<file path="config.mk">
export PLATFORM = sky130hd
export DESIGN_NAME = dcpl_latch_ctrl
export DESIGN_NICKNAME = d
export VERILOG_FILES = /design/src/rtl/dcpl_pkg.sv /design/src/rtl/dcpl_in_side.sv /design/src/rtl/dcpl_out_side.sv /design/src/rtl/dcpl_data_hold.sv /design/src/rtl/dcpl_latch_ctrl.sv
export SDC_FILE = /design/constraint.sdc
export NUM_CORES = 1
export LEC_CHECK = 0
export ABC_AREA = 1
export CAP_MARGIN = 5
export CORE_UTILIZATION = 35
export CTS_CLUSTER_DIAMETER = 60
export DETAILED_ROUTE_END_ITERATION = 10
export DONT_BUFFER_PORTS = 1
export GPL_ROUTABILITY_DRIVEN = 0
export PLACE_DENSITY = 0.55
export SLEW_MARGIN = 20
export SYNTH_ARGS = -nofsm -noshare
export SYNTH_HDL_FRONTEND = slang
export SYNTH_SLANG_ARGS = --single-unit
</file>
<file path="constraint.sdc">
create_clock -name clk -period 1.6 [get_ports clk]
set_clock_uncertainty 0.1 [all_clocks]
set_input_delay 0.24 -clock clk [delete_from_list [all_inputs] [get_ports clk]]
set_output_delay 0.24 -clock clk [all_outputs]
set_load 0.03 [all_outputs]
</file>
<file path="src/rtl/dcpl_pkg.sv">
package dcpl_pkg;

    typedef struct packed {
        logic closed;
        logic ack;
    } in_state_t;

    typedef struct packed {
        logic req;
        logic busy;
    } out_state_t;

endpackage

</file>
<file path="src/rtl/dcpl_in_side.sv">
module dcpl_in_side
    import dcpl_pkg::*;
(
    input  logic clk,
    input  logic rst_n,
    input  logic req_in,
    input  logic release_i,
    output logic closed_o,
    output logic ack_o,
    output logic load_o
);

    in_state_t st_d, st_q;
    logic      load;

    always_comb begin
        st_d = st_q;
        // A fresh word is taken only when the latch is open and the last
        // input handshake has returned to zero.
        load = !st_q.closed && !st_q.ack && req_in;
        if (st_q.closed) begin
            if (release_i) st_d.closed = 1'b0;
        end else if (load) begin
            st_d.closed = 1'b1;
        end
        // Input recovery depends on req_in only.
        if (st_q.ack) st_d.ack = req_in;
        else          st_d.ack = load;
    end

    always_ff @(posedge clk) begin
        if (!rst_n) st_q <= '0;
        else        st_q <= st_d;
    end

    assign closed_o = st_q.closed;
    assign ack_o    = st_q.ack;
    assign load_o   = load;

endmodule

</file>
<file path="src/rtl/dcpl_out_side.sv">
module dcpl_out_side
    import dcpl_pkg::*;
#(
    parameter bit LONG_HOLD = 1'b0
) (
    input  logic clk,
    input  logic rst_n,
    input  logic closed_i,
    input  logic ack_out,
    output logic req_out,
    output logic release_o
);

    out_state_t st_d, st_q;
    logic       rise;

    always_comb begin
        st_d = st_q;
        rise = closed_i && !st_q.busy && !st_q.req && !ack_out;
        if (st_q.req) st_d.req = !ack_out;
        else          st_d.req = rise;
        st_d.busy = rise || (st_q.busy && (st_q.req || ack_out));
    end

    always_ff @(posedge clk) begin
        if (!rst_n) st_q <= '0;
        else        st_q <= st_d;
    end

    generate
        if (LONG_HOLD) begin : g_hold
            // Reopen only once the output handshake is back to zero.
            assign release_o = st_q.busy && !st_q.req && !ack_out;
        end else begin : g_early
            // Reopen as soon as downstream has taken the word.
            assign release_o = st_q.req && ack_out;
        end
    endgenerate

    assign req_out = st_q.req;

endmodule

</file>
<file path="src/rtl/dcpl_data_hold.sv">
module dcpl_data_hold #(
    parameter int WIDTH = 8
) (
    input  logic             clk,
    input  logic             rst_n,
    input  logic             load_i,
    input  logic [WIDTH-1:0] d_i,
    output logic [WIDTH-1:0] q_o
);

    logic [WIDTH-1:0] word_d, word_q;

    always_comb begin
        word_d = word_q;
        if (load_i) word_d = d_i;
    end

    always_ff @(posedge clk) begin
        if (!rst_n) word_q <= '0;
        else        word_q <= word_d;
    end

    assign q_o = word_q;

endmodule

</file>
<file path="src/rtl/dcpl_latch_ctrl.sv">
module dcpl_latch_ctrl #(
    parameter int WIDTH     = 8,
    parameter bit LONG_HOLD = 1'b0
) (
    input  logic             clk,
    input  logic             rst_n,
    input  logic             req_in,
    output logic             ack_in,
    input  logic [WIDTH-1:0] data_in,
    output logic             req_out,
    input  logic             ack_out,
    output logic [WIDTH-1:0] data_out,
    output logic             lat_closed
);

    logic closed;
    logic load;
    logic release_w;

    dcpl_in_side u_in (
        .clk       (clk),
        .rst_n     (rst_n),
        .req_in    (req_in),
        .release_i (release_w),
        .closed_o  (closed),
        .ack_o     (ack_in),
        .load_o    (load)
    );

    dcpl_out_side #(.LONG_HOLD(LONG_HOLD)) u_out (
        .clk       (clk),
        .rst_n     (rst_n),
        .closed_i  (closed),
        .ack_out   (ack_out),
        .req_out   (req_out),
        .release_o (release_w)
    );

    dcpl_data_hold #(.WIDTH(WIDTH)) u_data (
        .clk    (clk),
        .rst_n  (rst_n),
        .load_i (load),
        .d_i    (data_in),
        .q_o    (data_out)
    );

    assign lat_closed = closed;

endmodule

</file>
# Word level (Yosys, flattened, before mapping)
# Cells that the tools add are included.
# W data, S select, Z words.
# op_classes
mux	5
reduce_logical	14
# op_table
op	count
$logic_and A1 B1 Y1	7
$logic_not A1 Y1	5
$mux W1	5
$logic_or A1 B1 Y1	2
# totals
wordCells	24
ff_bits	12

# Longest topological paths before layout
# Gate-level depths: netlist of the first run.
# logic_depth
ltp_word	5
ltp_mapped	5

# Cells and area by module
# A second synthesis of the first run with hierarchy kept.
# unflattened
cells_unflattened	77
area_unflattened_um2	526.8
# by_module_without_submodules
mod	cells_per_inst	area_per_inst_um2	instances
dcpl_data_hold	51	356.6	1
dcpl_out_side	15	93.8	1
dcpl_in_side	11	76.3	1

# Worst setup path after synthesis of the first run
# No wires, ideal clock.
# synth_timing
kind	flip-flop to flip-flop
startpoint	register u_in.st_q (netlist bit u_in.closed_o)
endpoint	register u_data.word_q[0] (netlist: u_data.q_o[0])
period_less_slack_ns	1.186
setup_time_ns	0.115
n_path_buf	1
path_slack_ns	0.414
t_arrival_ns	0.971
path_stages_with_launch	5
cell_sequence	dfxtp_1 > nor2_4 > buf_6 > a21oi_1 > nor2_1
# synth_via
elab_chain_len	3
# synth_rtl
item	line	rtl
start: declaration	dcpl_in_side.sv:13	in_state_t st_d, st_q;
start signal: assignment	dcpl_in_side.sv:33	else st_q <= st_d;
$logic_not A1 Y1	dcpl_in_side.sv:20	load = !st_q.closed && !st_q.ack && req_in;
$logic_and A1 B1 Y1 (2 in series)	dcpl_in_side.sv:20	
end signal: assignment	dcpl_data_hold.sv:20	else word_q <= word_d;
end: declaration	dcpl_data_hold.sv:11	logic [WIDTH-1:0] word_d, word_q;
# Every way passes these cells.
# A chain may end at the register's enable or synchronous reset.

# Worst setup path in the final report of the first run
# layout_timing
startpoint	register u_in.st_q (netlist bit u_in.closed_o)
endpoint	register u_data.word_q[2] (netlist: u_data.q_o[2])
# The elaborated chain is that of the path after synthesis.

==> results of run 1 <==
per-stage QoR:
stage | util, % | instance area (um^2)
floorplan | - | 518
global placement | 38.1 | 508
detailed placement | 38.1 | 508
CTS | 42.3 | 564
global route | 42.3 | 564
finish | 42.3 | 564
cell families (layout without fill, tap and decap cells):
logic type | count (synthesis) | in the layout | synth area share [%]
AND/OR/NAND/NOR | 33 | 33 | 27.8
buffers and inverters | 14 | 16 | 12.8
AO/OA/AOI/OAI | 13 | 13 | 13.0
flip-flops | 12 | 12 | 46.4
flip-flops by register name (all words and copies together), names as in the netlist:
signal         cells
u_out.st_q         1
u_out.req_out      1
u_in.closed_o      1
u_data.q_o         8
u_in.ack_o         1
placed cells by master, fill, tap and decap left out:
| cell type | synthesis | final |
|---|---|---|
| clkbuf_4 | 0 | 3 |
| o21ai_0 | 2 | 2 |
| nand2_1 | 11 | 11 |
| nand3_1 | 8 | 8 |
| dlygate4sd3_1 | 0 | 2 |
| nor2_4 | 1 | 1 |
| nand2_2 | 1 | 1 |
| dfxtp_1 | 12 | 12 |
| clkbuf_8 | 0 | 1 |
| o21a_1 | 1 | 1 |
| nor2_1 | 12 | 12 |
| a21oi_1 | 10 | 10 |
| inv_1 | 10 | 10 |
path summary, 6_finish.rpt:
kind	startpoint	to	slack (ps)	depth (start not counted)
max reg2reg	u_in.closed_o	u_data.q_o[2]	330	4
min reg2reg	u_out.st_q[0]	u_out.st_q[0]	380	2
min	ack_out	u_out.req_out	20	2
max	u_in.closed_o	u_data.q_o[2]	330	4
timing repair:
item | in CTS | in global routing
buffers inserted | 0 | 0
hold buffers | 2 | 0
endpoints found under the hold margin | 10 | 0
cell type report:
type / count / area, um^2 / share of cell area [%]
inverters: 10 / 37.5 / 6.65
repair buffers: 2 / 20.0 / 3.55
clock buffers: 4 / 36.3 / 6.43
well taps: 15 / 18.8 / 3.33
multi-input cells: 46 / 211 / 37.5
flip-flops and latches: 12 / 240 / 42.6
worst reg2reg max path: cells and delay by family, from the launching register on:
kind	cells	cell delay (ps)
flip-flops	1	450
AND/OR/NAND/NOR	4	620
routing by layer:
layer	part of all wire, %	GRT usage (%)	vias up
met5	0	0	-
met4	1.3	12.5	0
met3	7.5	6.11	2
met2	41	15.5	13
met1	50	18.1	172
li1	-	-	228
power groups by stage:
stage,logic (mW),clock network [mW],registers (mW)
finish,0.0757,0.240,0.391
global route,0.0872,0.268,0.395
CTS,0.0767,0.254,0.392
detailed placement,0.0700,0,0.399
global placement,0.0690,0,0.399
floorplan,0.0775,0,0.394
==> results.cfg, run 1 <==
[pwr]
fin_total_pwr_uw = 707
comb_power_share_pct = 10.7
irDropWorstVdd_v = 0.000390
swShare_pct = 30.0
p_per_area_nw_per_um2 = 1250
internal-power_uw = 495
clkPwrFrac_pct = 33.9
p_leak_nw = 0.268
power.net_switching_uw = 212
sequentialPowerShare_pct = 55.3

[sta]
tns_ps = 0
timing.fmax_mhz = 790
setup_viol = 0
holdWs_ps = 24.1
tightest_slew_ps = 441
slew_headroom_pct = 70.6
grt_setup_unrepaired = false
fin_ws_ps = 334
finalCritPeriodShare_pct = 79.1
hold_violations = 0
fin_crit_ps = 1270
slew_viol_final = 0

[worst_setup_path]
end_kind = flip-flop
cpPeakStageDelay_ps = 450
required_ps = 1670
cp_slowest_cell = dfxtp_1
cp_data_arrival_time_ps = 1330
crit_type = reg -> reg
crit_family = simple AND/OR/NAND/NOR gates
path_buf_inv = 0
critPathLaunchType = flip-flop
critPathMaxFanout = 17
worstPathCellList = nor2_4, nand3_1, nand2_1, nor2_1

[cells_and_area]
drive_gt1_share_pct = 8.11
num_antenna_cells = 0
area_growth_pct = 8.94
instances_no_fill = 89
fillers = 149
final_nets = 87

[clocking]
cts_tree = yes
clkTransAtPathRegs_ps = 80
clock-root-buffer = clkbuf_4
clk_latency_ps = 270
cts_resized = 0
clockBufferDepth = 2
numCtsBuffers = 3
clock-sinks = 12
h-tree-depth = 1

[synthesis]
yosys.area.top_type = dfxtp_1
synth_area_leaders = dfxtp_1, a21oi_1, nor2_1, nand2_1, nand3_1
synth_cells = 72
seq_area_frac_synth_pct = 46.4
async_reset_ff_share_pct = 0
syn_avg_cell_area_um2 = 7.19
synth-main-ff-cell = dfxtp_1
ys_ff_latch = 12
synth.distinct_cells = 13
syn_nets = 84
synth_edf_count = 0
synthesis.area_um2 = 518
synthTopCellsByCount = dfxtp_1, nor2_1, nand2_1
synth_top_area_share_pct = 46.4
yosysWarnings = 0

[detailed_routing]
final_antenna_net_count = 0
vias_per_cell = 4.66
drt_iter0_markers = 6
drt_pass1_iterations = 3
drt_wl_total_um = 944
wl_per_cell_um = 10.6
drc = 0
via_count = 415

[placed_design]
dp.cells = 83
pre_cts_ws_ps = 342
io_buffer_count = 0
dpl.hpwl_um = 632

[floorplanning]
dieHeight_um = 40.5
core_area_um2 = 1330
rows = 13
dieArea_um2 = 1640
die_width_um = 40.5
io_pins = 23
start_util_pct = 38.8

[min_path]
hold_path.class = in -> reg

[grt]
track_usage_pct = 13.6
grt_pass1_vias = 323
antenna_found_initial = 0
grt_max_degree = 18
grt_overflow = 0
grt_pass1_wl_mm = 1.35

[run_status]
status = complete, no violations

[job]
cap_violations = 0
No activity file was read; power rests on OpenSTA's default activity.
==> run 2, diff against run 1 <==
==> constraint.sdc (replaced) <==
create_clock -name clk -period 1.23 [get_ports clk]
set_clock_uncertainty 0.1 [all_clocks]
set_input_delay 0.1845 -clock clk [delete_from_list [all_inputs] [get_ports clk]]
set_output_delay 0.1845 -clock clk [all_outputs]
set_load 0.03 [all_outputs]
==> results.cfg, run 2 (synthesis results as in run 1) <==
[run_status]
status = finished, violations left
violations = negative hold slack

[clocking]
post-cts-setup-buffers = 0
clk_latency_ps = 260
clockBufferDepth = 2
cts_tree = yes
clkTransAtPathRegs_ps = 70
clock-root-buffer = clkbuf_4
h-tree-depth = 1
numCtsBuffers = 3
clock-sinks = 12

[floorplanning]
dieHeight_um = 40.5
core_area_um2 = 1330
rows = 13
start_util_pct = 38.8
die_width_um = 40.5
dieArea_um2 = 1640
io_pins = 23

[cells_and_area]
drive_gt1_share_pct = 10.4
largest_register_ffs = 8
final_nets = 91
final_cell_mix = nor2_1, dfxtp_1, nand2_1
area_growth_pct = 13.0
fin_util_pct = 43.9
num_antenna_cells = 0
instances_no_fill = 92

[detailed_routing]
final_antenna_net_count = 0
vias_per_cell = 4.78
wl_per_cell_um = 10.3
drt_pass1_iterations = 4
drc = 0
via_count = 440
drt_iter0_markers = 12
drt_wl_total_um = 948

[sta]
tightest_slew_ps = 397
timing.fmax_mhz = 865
grt_setup_unrepaired = false
tns_ps = 0
slew_headroom_pct = 73.5
holdWs_ps = -18.8
slew_viol_final = 0
fin_ws_ps = 74.4
fin_crit_ps = 1160
setup_viol = 0
hold_violations = 2
finalCritPeriodShare_pct = 93.9

[worst_setup_path]
required_ps = 950
r2r_end = u_data.q_o[5]
critPathLaunchType = flip-flop
worstPathCellList = buf_4
cp_data_arrival_time_ps = 870
critPathMaxFanout = 4
crit_cells = 1
rr_worst_depth = 4
crit_path_start = u_in.closed_o
crit_path_end = lat_closed
path_buf_inv = 1
cpPeakStageDelay_ps = 420
crit_type = reg -> out
cp_slowest_cell = dfxtp_1
end_kind = output pin
crit_family = flip-flops
rrSetupSlack_ps = 90
reg2reg_from = u_in.closed_o

[placed_design]
dp.cells = 86
io_buffer_count = 0
dpl.hpwl_um = 640
pre_cts_ws_ps = 105

[grt]
antenna_found_initial = 0
track_usage_pct = 12.7
grt_pass1_wl_mm = 1.33
grt_pass1_vias = 313
grt_max_degree = 19
grt_overflow = 0

[pwr]
irDropWorstVdd_v = 0.000508
p_leak_nw = 0.290
p_per_area_nw_per_um2 = 1460

[min_path]
hold_path.class = in -> reg

[job]
cap_violations = 0
==> run 2: cell count changes in the layout (fill, tap and decap cells not counted), sizes merged <==
| cell | change |
|---|---|
| buf | +3 |
| clkbuf | -1 |
| dlymetal6s4s | +1 |
==> run 2: worst min path at each step <==
stage / start / end / slack (ps) / cells after the start
finish: req_in / u_data.q_o[4] / -20 / 2
global route: req_in / u_data.q_o[0] / 0.06 / 2
CTS: req_in / u_in.ack_o / -50 / 2
detailed placement: rst_n / u_data.q_o[4] / 210 / 2
global placement: rst_n / u_data.q_o[7] / 210 / 2
floorplan: ack_out / u_out.req_out / 240 / 2
==> run 2: metal layers <==
metal / vias up / part of all wire (%) / wire length, um / GRT usage, %
met5: - / 0 / 0 / 0
met2: 15 / 42 / 394 / 15.5
met4: 0 / 0 / 0 / 7.50
met1: 187 / 51 / 485 / 18.3
met3: 0 / 7.2 / 68 / 4.44
li1: 238 / - / - / -
==> run 2: final cells by class <==
cell class,instances,area (um^2)
fill,147,748
inverter,10,37.5
timing repair buffer,6,55.1
tap,15,18.8
multi-input combinational,46,211
sequential,12,240
clock buffer,3,22.5
==> run 2: where the power goes <==
part           switching [mW]  internal (mW)
clock network           0.115          0.113
logic                  0.0783         0.0530
registers              0.0725          0.422
==> run 2: worst register-to-register path, delay by kind of cell, from the launching register on <==
family / cells / cell delay, ps
simple gates: 4 / 590
flops: 1 / 360
==> run 2: timing repair <==
item,in CTS,in global routing
endpoints found under the setup margin,0,1
endpoints found under the hold margin,12,9
resized for setup,0,1
hold buffers,2,1
==> run 2: through the flow <==
| step | power, mW | area [um^2] | hold WS, ps |
|---|---|---|---|
| after floorplan | 0.613 | 518 | 242 |
| after global placement | 0.618 | 531 | 208 |
| after detailed placement | 0.620 | 531 | 209 |
| after CTS | 0.865 | 573 | -53.8 |
| after global routing | 0.910 | 586 | 0.0597 |
| final | 0.853 | 586 | -18.8 |
